**src/rtl/wiper_pkg.sv**
```systemverilog
package wiper_pkg;
  parameter int unsigned DEF_TAPS = 100;

  typedef struct packed {
    logic cs_n;
    logic inc;
    logic up;
  } ctl_t;

  localparam ctl_t CTL_IDLE = '{cs_n: 1'b1, inc: 1'b1, up: 1'b0};
endpackage

```
**src/rtl/wiper_sync.sv**
```systemverilog
module wiper_sync #(
  parameter int unsigned W = 3,
  parameter logic [W-1:0] RST_VAL = '0
) (
  input  logic         clk_i,
  input  logic         rst_ni,
  input  logic [W-1:0] d_i,
  output logic [W-1:0] q_o
);
  logic [W-1:0] s1_q, s2_q;

  for (genvar b = 0; b < W; b++) begin : g_bit
    always_ff @(posedge clk_i or negedge rst_ni) begin
      if (!rst_ni) begin
        s1_q[b] <= RST_VAL[b];
        s2_q[b] <= RST_VAL[b];
      end else begin
        s1_q[b] <= d_i[b];
        s2_q[b] <= s1_q[b];
      end
    end
  end

  assign q_o = s2_q;
endmodule

```
**src/rtl/wiper_counter.sv**
```systemverilog
module wiper_counter #(
  parameter int unsigned TAPS  = 100,
  localparam int unsigned POS_W = $clog2(TAPS)
) (
  input  logic             clk_i,
  input  logic             rst_ni,
  input  logic             step_up_i,
  input  logic             step_dn_i,
  input  logic             load_i,
  input  logic [POS_W-1:0] load_val_i,
  output logic [POS_W-1:0] pos_o
);
  localparam logic [POS_W-1:0] MAX_POS = POS_W'(TAPS - 1);

  logic [POS_W-1:0] pos_q;

  always_ff @(posedge clk_i or negedge rst_ni) begin
    if (!rst_ni) begin
      pos_q <= '0;
    end else if (load_i) begin
      pos_q <= load_val_i;
    end else if (step_up_i && pos_q != MAX_POS) begin
      pos_q <= pos_q + POS_W'(1);
    end else if (step_dn_i && pos_q != '0) begin
      pos_q <= pos_q - POS_W'(1);
    end
  end

  assign pos_o = pos_q;

  a_r5_in_range: assert property (@(posedge clk_i) disable iff (!rst_ni)
    pos_q <= MAX_POS);
  a_r3_step_up: assert property (@(posedge clk_i) disable iff (!rst_ni)
    step_up_i && !load_i && pos_q != MAX_POS |=> pos_q == $past(pos_q) + POS_W'(1));
  a_r4_step_dn: assert property (@(posedge clk_i) disable iff (!rst_ni)
    step_dn_i && !step_up_i && !load_i && pos_q != '0 |=> pos_q == $past(pos_q) - POS_W'(1));
  a_r5_clamp_top: assert property (@(posedge clk_i) disable iff (!rst_ni)
    step_up_i && !load_i && pos_q == MAX_POS |=> pos_q == MAX_POS);
  a_r5_clamp_bot: assert property (@(posedge clk_i) disable iff (!rst_ni)
    step_dn_i && !step_up_i && !load_i && pos_q == '0 |=> pos_q == '0);
endmodule

```
**src/rtl/wiper_decoder.sv**
```systemverilog
module wiper_decoder #(
  parameter int unsigned TAPS  = 100,
  localparam int unsigned POS_W = $clog2(TAPS)
) (
  input  logic             clk_i,
  input  logic             rst_ni,
  input  logic [POS_W-1:0] pos_i,
  output logic [TAPS-1:0]  sel_o
);
  for (genvar t = 0; t < TAPS; t++) begin : g_tap
    assign sel_o[t] = (pos_i == POS_W'(t));
  end

  a_r2_one_tap: assert property (@(posedge clk_i) disable iff (!rst_ni)
    $countones(sel_o) == 1 && sel_o[pos_i]);
endmodule

```
**src/rtl/wiper_nv.sv**
```systemverilog
module wiper_nv #(
  parameter int unsigned TAPS         = 100,
  parameter int unsigned INIT_POS     = 0,
  parameter int unsigned STORE_CYCLES = 2_500_000,
  localparam int unsigned POS_W = $clog2(TAPS),
  localparam int unsigned CNT_W = $clog2(STORE_CYCLES + 1)
) (
  input  logic             clk_i,
  input  logic             rst_ni,
  input  logic             por_ni,
  input  logic             store_i,
  input  logic [POS_W-1:0] pos_i,
  output logic [POS_W-1:0] nv_o,
  output logic             busy_o,
  output logic             recall_o
);
  logic [POS_W-1:0] nv_q;
  logic [CNT_W-1:0] cnt_q;
  logic             busy_q;
  logic             recall_q;
  logic             start;

  assign start = store_i && !busy_q;

  // copy survives the functional reset
  always_ff @(posedge clk_i or negedge por_ni) begin
    if (!por_ni) begin
      nv_q <= POS_W'(INIT_POS);
    end else if (rst_ni && start) begin
      nv_q <= pos_i;
    end
  end

  always_ff @(posedge clk_i or negedge rst_ni) begin
    if (!rst_ni) begin
      busy_q   <= 1'b0;
      cnt_q    <= '0;
      recall_q <= 1'b1;
    end else begin
      recall_q <= 1'b0;
      if (start) begin
        busy_q <= 1'b1;
        cnt_q  <= CNT_W'(STORE_CYCLES - 1);
      end else if (busy_q) begin
        if (cnt_q == '0) busy_q <= 1'b0;
        else             cnt_q  <= cnt_q - CNT_W'(1);
      end
    end
  end

  assign nv_o     = nv_q;
  assign busy_o   = busy_q;
  assign recall_o = recall_q;

  a_r7_store_busy: assert property (@(posedge clk_i) disable iff (!rst_ni || !por_ni)
    store_i && !busy_q |=> busy_q && nv_q == $past(pos_i));
  a_r8_copy_hold: assert property (@(posedge clk_i) disable iff (!rst_ni || !por_ni)
    !store_i |=> $stable(nv_q));
  a_r9_no_restart: assert property (@(posedge clk_i) disable iff (!rst_ni || !por_ni)
    busy_q && cnt_q != '0 |=> busy_q && cnt_q == $past(cnt_q) - CNT_W'(1) && $stable(nv_q));
endmodule

```
**src/rtl/wiper_ctrl.sv**
```systemverilog
module wiper_ctrl
  import wiper_pkg::*;
#(
  parameter int unsigned TAPS         = DEF_TAPS,
  parameter int unsigned INIT_POS     = 0,
  parameter int unsigned STORE_CYCLES = 2_500_000,
  localparam int unsigned POS_W = $clog2(TAPS)
) (
  input  logic             clk_i,
  input  logic             rst_ni,
  input  logic             por_ni,
  input  logic             cs_ni,
  input  logic             inc_i,
  input  logic             up_i,
  output logic [POS_W-1:0] pos_o,
  output logic [TAPS-1:0]  tap_sel_o,
  output logic             busy_o
);
  ctl_t ctl_raw, ctl_s, ctl_prev_q;
  logic inc_fall, cs_rise, step_ok, store_req, recall;
  logic [POS_W-1:0] pos, nv_pos;

  assign ctl_raw = '{cs_n: cs_ni, inc: inc_i, up: up_i};

  wiper_sync #(.W($bits(ctl_t)), .RST_VAL(CTL_IDLE)) u_sync (
    .clk_i (clk_i),
    .rst_ni(rst_ni),
    .d_i   (ctl_raw),
    .q_o   (ctl_s)
  );

  always_ff @(posedge clk_i or negedge rst_ni) begin
    if (!rst_ni) ctl_prev_q <= CTL_IDLE;
    else         ctl_prev_q <= ctl_s;
  end

  assign inc_fall  = ctl_prev_q.inc && !ctl_s.inc;
  assign cs_rise   = !ctl_prev_q.cs_n && ctl_s.cs_n;
  assign step_ok   = inc_fall && !ctl_s.cs_n && !busy_o && !recall;
  // store only if the strobe is high as select rises
  assign store_req = cs_rise && ctl_s.inc;

  wiper_nv #(.TAPS(TAPS), .INIT_POS(INIT_POS), .STORE_CYCLES(STORE_CYCLES)) u_nv (
    .clk_i   (clk_i),
    .rst_ni  (rst_ni),
    .por_ni  (por_ni),
    .store_i (store_req),
    .pos_i   (pos),
    .nv_o    (nv_pos),
    .busy_o  (busy_o),
    .recall_o(recall)
  );

  wiper_counter #(.TAPS(TAPS)) u_cnt (
    .clk_i     (clk_i),
    .rst_ni    (rst_ni),
    .step_up_i (step_ok && ctl_s.up),
    .step_dn_i (step_ok && !ctl_s.up),
    .load_i    (recall),
    .load_val_i(nv_pos),
    .pos_o     (pos)
  );

  wiper_decoder #(.TAPS(TAPS)) u_dec (
    .clk_i (clk_i),
    .rst_ni(rst_ni),
    .pos_i (pos),
    .sel_o (tap_sel_o)
  );

  assign pos_o = pos;

  a_r6_desel_hold: assert property (@(posedge clk_i) disable iff (!rst_ni)
    ctl_s.cs_n && !recall |=> $stable(pos));
  a_r9_busy_hold: assert property (@(posedge clk_i) disable iff (!rst_ni)
    busy_o |=> $stable(pos));
  a_r10_recall: assert property (@(posedge clk_i) disable iff (!rst_ni || !por_ni)
    recall |=> pos == $past(nv_pos));
  a_r11_collide: assert property (@(posedge clk_i) disable iff (!rst_ni || !por_ni)
    cs_rise && inc_fall && !busy_o |=> !busy_o && $stable(pos));
endmodule

```
**config.mk**
```make
export PLATFORM = sky130hd
export DESIGN_NAME = wiper_ctrl
export DESIGN_NICKNAME = d
export VERILOG_FILES = /design/src/rtl/wiper_pkg.sv /design/src/rtl/wiper_sync.sv /design/src/rtl/wiper_counter.sv /design/src/rtl/wiper_decoder.sv /design/src/rtl/wiper_nv.sv /design/src/rtl/wiper_ctrl.sv
export SDC_FILE = /design/constraint.sdc
export NUM_CORES = 1
export LEC_CHECK = 0
export BUFFER_PORTS_ARGS = -buffer_cell sky130_fd_sc_hd__buf_2
export CORE_UTILIZATION = 45
export CTS_CLUSTER_SIZE = 25
export DETAILED_ROUTE_END_ITERATION = 10
export PLACE_DENSITY = 0.74
export SLEW_MARGIN = 25
export SYNTH_ARGS = -nofsm -noshare
export SYNTH_HDL_FRONTEND = slang
export SYNTH_SLANG_ARGS = --single-unit
```
**constraint.sdc**
```tcl
create_clock -name clk_i -period 4.4 [get_ports clk_i]
set_clock_uncertainty 0.2 [all_clocks]
set_input_delay 0.22 -clock clk_i [delete_from_list [all_inputs] [get_ports clk_i]]
set_output_delay 0.22 -clock clk_i [all_outputs]
set_load 0.02 [all_outputs]
```
* Word level (Yosys, flattened, before mapping)
Index checks and enable logic that the tools add are counted.
** Operators by class
- Add/sub/neg operators :: 3
- Eq/ne operators :: 101
- Mux-type cells :: 9
- Reductions and logical operators :: 24
** Operators with widths (count)
- $eq 7x7->1 const B :: 36
- $eq 7x6->1 const B :: 32
- $eq 7x5->1 const B :: 16
- $mux 22 :: 3
- $eq 7x4->1 const B :: 8
- $eq 7x3->1 const B :: 4
- $logic_not 22->1 :: 1
- $sub 22x1->22 const B :: 1
- $mux 7 :: 3
- $eq 7x2->1 const B :: 2
- $logic_and 1x1->1 :: 12
- $add 7x1->7 const B :: 1
- $eq 7x1->1 const B :: 1
- $logic_not 7->1 :: 1
- $ne 7x7->1 const B :: 1
- $reduce_bool 7->1 :: 1
- $sub 7x1->7 const B :: 1
- $logic_not 1->1 :: 6
- $mux 1 :: 3
- $reduce_bool 3->1 :: 1
- $ne 2x1->1 const B :: 1
- $reduce_and 2->1 :: 1
- $reduce_bool 2->1 :: 1
** Word-level totals
- Flip-flop bits (word level) :: 46
- Output and inout bits :: 108
- Word-level logic and storage cells :: 150

* Longest topological paths before layout
- Word-level depth :: 10
- Gate-level depth with buffers :: 9

* Hierarchy
From an unflattened synthesis, not the netlist that was laid out.
** Unflattened totals
- Cell total of the unflattened synthesis :: 366
- Area total of the unflattened synthesis :: 3072.9 µm²
** Modules (own cells, without submodules)
- wiper_nv :: times used 1, cells each 146, area an instance 1530.2 µm²
- wiper_decoder :: times used 1, cells each 143, area an instance 691.9 µm²
- wiper_counter :: times used 1, cells each 62, area an instance 605.6 µm²
- wiper_sync :: times used 1, cells each 6, area an instance 155.1 µm²
- wiper_ctrl :: times used 1, cells each 9, area an instance 90.1 µm²

* Worst setup path after synthesis
No wires, ideal clock.
- Kind :: flip-flop to flip-flop
- From :: reg u_cnt.pos_q[1], in the netlist u_cnt.pos_o[1]
- To :: reg u_cnt.pos_q[4], in the netlist u_cnt.pos_o[4]
- Arrival :: 2.483 ns
- Data required time :: 4.118 ns
- Path slack :: 1.636 ns
- Stages on the path, launching flop included :: 8
- Cells stage by stage :: dfrtp_1 -> ha_1 -> or3b_2 -> buf_2 -> o211ai_4 -> mux2_2 -> or3_1 -> a31oi_1
** On the way
- Word-level cells in the longest chain between the ends :: 4
- Elaborated cells on any way between the ends :: 10
** RTL lines
- start, declared :: line wiper_counter.sv:15 : logic [POS_W-1:0] pos_q;
- start signal, assigned :: line wiper_counter.sv:21 : pos_q <= load_val_i;
- start signal, assigned :: line wiper_counter.sv:23 : pos_q <= pos_q + POS_W'(1);
- start signal, assigned :: line wiper_counter.sv:25 : pos_q <= pos_q - POS_W'(1);
- $sub 7x1->7 or $ne 7x7->1 (tied branches) :: line wiper_counter.sv:25, wiper_counter.sv:22
- $mux 7 or $logic_and 1x1->1 (tied branches) :: line wiper_counter.sv:24, wiper_counter.sv:22
- $mux 7 :: line wiper_counter.sv:22 : end else if (step_up_i && pos_q != MAX_POS) begin
- $mux 7 :: line wiper_counter.sv:20 : end else if (load_i) begin
Parallel ways exist; a longest one is shown, timed or not. The select of a mux whose other input is x is not followed.
A chain may end at the register's enable or synchronous reset.

* Final worst setup path
Same ends and word-level chain as after synthesis.

==> impl_metrics.csv <==
group,metric,value,unit
power,peakVddDrop,0.3600,mV
clock_tree,hold_buffers,5,
floorplanning,placeableCoreArea,6096,um2
synthesis,synth_ff_type,"dfrtp_1",
worst_setup_path,critPathLaunchType,"flop",
synthesis,netlist_instances,363,
floorplanning,die_area,6810,um2
floorplanning,die_width,82.53,um
drt,drc_errors,0,
clock_tree,h-tree-depth,2,
timing,period_needed,2.820,ns
clock_tree,cts.clk_slew.worst_paths,0.09,ns
placement,hpwlAfterDp,5745,um
floorplanning,core.rowCount,28,
synthesis,synth_edf_count,0,
final_layout,synthToLayoutAreaGrowth,26.50,%
timing,fmax,0.3546,GHz
floorplanning,ios,114,
grt,antenna_found_initial,0,
job,drv_cap,0,
worst_setup_path,reg2reg_from,"u_cnt.pos_o[1]$_DFFE_PN0P_",
synthesis,yosys_register_bits,46,
grt,grt_pass1_vias,2516,
worst_setup_path,cp_data_required_time,4.43,ns
final_layout,final_core_util,60.55,%
power,p_leak,1.766,nW
worst_setup_path,path_class,"flop to flop",
min_path,hold_path.class,"primary input to async pin",
drt,antenna_left,0,
worst_setup_path,startpoint,"u_cnt.pos_o[1]$_DFFE_PN0P_",
worst_setup_path,regToRegSetupSlack,1.58,ns
clock_tree,cts_tree,"built",
grt,grt-ovfl-total,0,
floorplanning,start_util,47.87,%
placement,port-buffer-count,113,
worst_setup_path,cp_data_arrival_time,2.85,ns
timing,post-route-period-util,64.09,%
synthesis,syn-num-nets,375,
worst_setup_path,worstRegToRegCells,6,
final_layout,n_antenna_cell,0,
grt,grt_pass1_wl,12280,um
clock_tree,cts_inserted_buffers,5,
final_layout,drive_gt1_share,32.41,%
timing,rsz0062_at_grt,"no",
worst_setup_path,worst-path-buf-inv,0,
synthesis,synth_top_area_share,33.45,%
synthesis,synth_area_per_cell,8.038,um2
worst_setup_path,end_kind,"flop",
timing,finalHoldViolations,0,
worst_setup_path,path_max_fanout,8,
clock_tree,root_buffer,"clkbuf_8",
drt,vias_per_cell,5.539,
grt,grt_max_degree,41,
timing,setup_viol,0,
worst_setup_path,slowest_stage,"or3b_2",
timing,final.setup.tns,0,ns
worst_setup_path,cp_top_family,"simple AND/OR/NAND/NOR gates",
synthesis,syn_area,2918,um2
worst_setup_path,crit_cells,6,
power,power.density,412.3,nW/um2
drt,drt_iter0_markers,276,
worst_setup_path,crit_path_end,"u_cnt.pos_o[4]$_DFFE_PN0P_",
placement,gp_congestion,0.9024,
floorplanning,dieHeight,82.53,um
timing,relSlewSlack,52.24,%
clock_tree,cts.sinks,46,
clock_tree,cts_resized,0,
clock_tree,cts_setup_buffers,0,
synthesis,synth.area.top_cells,"dfrtp_1 33%, nor2_1 16%, dfstp_2 6.3%, nand2_1 4.5%, mux2_2 2.7%",
final_layout,final_net_count,480,
timing,slew_violations,0,
drt,drt_wl_total,8175,um
final_layout,num-fill-cells,557,
synthesis,synth.yosys.seq_area_share,39.75,%
worst_setup_path,crit_chain,"ha_1 > or3b_2 > o211ai_4 > mux2_2 > or3_1 > a31oi_1",
synthesis,synthArstFlopShare,100.0,%
worst_setup_path,reg2reg_to,"u_cnt.pos_o[4]$_DFFE_PN0P_",
worst_setup_path,cpPeakStageDelay,0.58,ns
drt,num_vias,3013,
drt,wire_per_inst,15.03,um
synthesis,synth_top_area_cell,"dfrtp_1",
clock_tree,clk_latency,0.30,ns
timing,tightest_slew,0.7098,ns
status,run_status,"finished, final reports clean",
clock_tree,clk_path_buf_depth,2,
drt,dr.pass1.iters,5,
synthesis,yosys_warnings,0,
synthesis,synth_cell_types,53,
grt,grt_usage,23.63,%
[how the worst min path moves through the flow]
stage | to | cells after the start | slack (ns) | startpoint
final | u_nv.nv_o[5]$_DFFE_PN0P_ | 2 | 0.08 | por_ni
after global routing | u_nv.nv_o[5]$_DFFE_PN0P_ | 2 | 0.09 | por_ni
after CTS | u_nv.nv_o[5]$_DFFE_PN0P_ | 2 | 0.08 | por_ni
after detailed placement | u_nv.nv_o[5]$_DFFE_PN0P_ | 1 | -0.13 | por_ni
after global placement | u_nv.nv_o[6]$_DFFE_PN0P_ | 1 | -0.13 | por_ni
after floorplan | u_cnt.pos_o[0]$_DFFE_PN0P_ | 0 | -0.28 | rst_ni
[sequential cells by signal, summed over array words and instances (netlist names)]
| signal | flops |
|---|---|
| u_sync.q_o | 3 |
| u_cnt.pos_o | 7 |
| u_nv.busy_o | 1 |
| ctl_prev_q | 2 |
| u_nv.recall_o | 1 |
| u_nv.nv_o | 7 |
| u_sync.s1_q | 3 |
| u_nv.cnt_q | 22 |
[through the flow]
step,instances,power (mW),instance area [um2],setup slack (ns),hold slack (ns)
detailed placement,531,1.124,3498,1.616,-0.1276
global placement,531,1.105,3498,1.706,-0.1321
CTS,544,1.520,3691,1.596,0.07733
global route,544,1.608,3691,1.460,0.09359
finish,544,1.522,3691,1.580,0.07782
floorplan,363,0.9911,2918,1.636,-0.2756
[worst reg2reg max path, stage by stage (launching register included)]
cell	delay [ns]
dfrtp_1	0.47
ha_1	0.29
or3b_2	0.58
o211ai_4	0.31
mux2_2	0.39
or3_1	0.34
a31oi_1	0.17
[synth_stat cells, types with 2 or more instances]
cell	n
nor2_1	124
dfrtp_1	39
nand2_1	35
clkbuf_1	16
or3_1	11
o21ai_0	10
dfstp_2	7
inv_1	7
mux2_2	7
mux2i_1	7
nor4_1	7
xnor2_1	7
ha_1	6
buf_2	5
nor3_1	5
xor2_1	5
a31oi_1	4
nand3_1	4
nand3b_1	4
nor2b_1	4
or3b_2	4
a21oi_1	3
nand4_1	3
o211ai_1	3
o31ai_1	3
or4_1	3
and2_1	2
o2111ai_1	2
or4_4	2
[kinds of logic after synthesis]
family                   after synthesis  synth area share (%)
adder cells (fa/ha/maj)                6                 2.573
buffers and inverters                 30                 4.374
other                                  1                0.1285
AND/OR/NAND/NOR                      219                 35.42
multiplexers                          14                 5.103
XOR/XNOR                              12                 3.602
AO/OA/AOI/OAI                         35                 9.048
flip-flops                            46                 39.75
[per-layer routing]
layer / vias up / GRT usage, % / part of all wire (%)
met5: - / 0 / 0
met4: 0 / 5.000 / 0.92
met2: 114 / 36.28 / 48
met3: 12 / 4.725 / 5.4
li1: 1430 / - / -
met1: 1457 / 34.40 / 46
[placed cells by master (no fill, tap or decap), drive strengths merged, types with 9 or more instances in the layout]
master / n
nor2: 124
buf: 116
dfrtp: 39
nand2: 35
or3: 11
o21ai: 11
nor4: 9
[cell type report]
type	instances	area (um2)	area share, %
multi-input cells	287	1630	44.17
clock inverters	2	60.06	1.627
repair buffers	121	638.1	17.29
flip-flops and latches	46	1160	31.42
well taps	75	93.84	2.542
clock buffers	6	82.58	2.237
inverters	7	26.28	0.7119
[where the power goes]
group | switching (mW) | internal (mW)
Combinational | 0.313 | 0.179
Clock | 0.147 | 0.242
Sequential | 0.124 | 0.516
Total | 0.585 | 0.937
No activity file was read; power rests on OpenSTA's default activity.
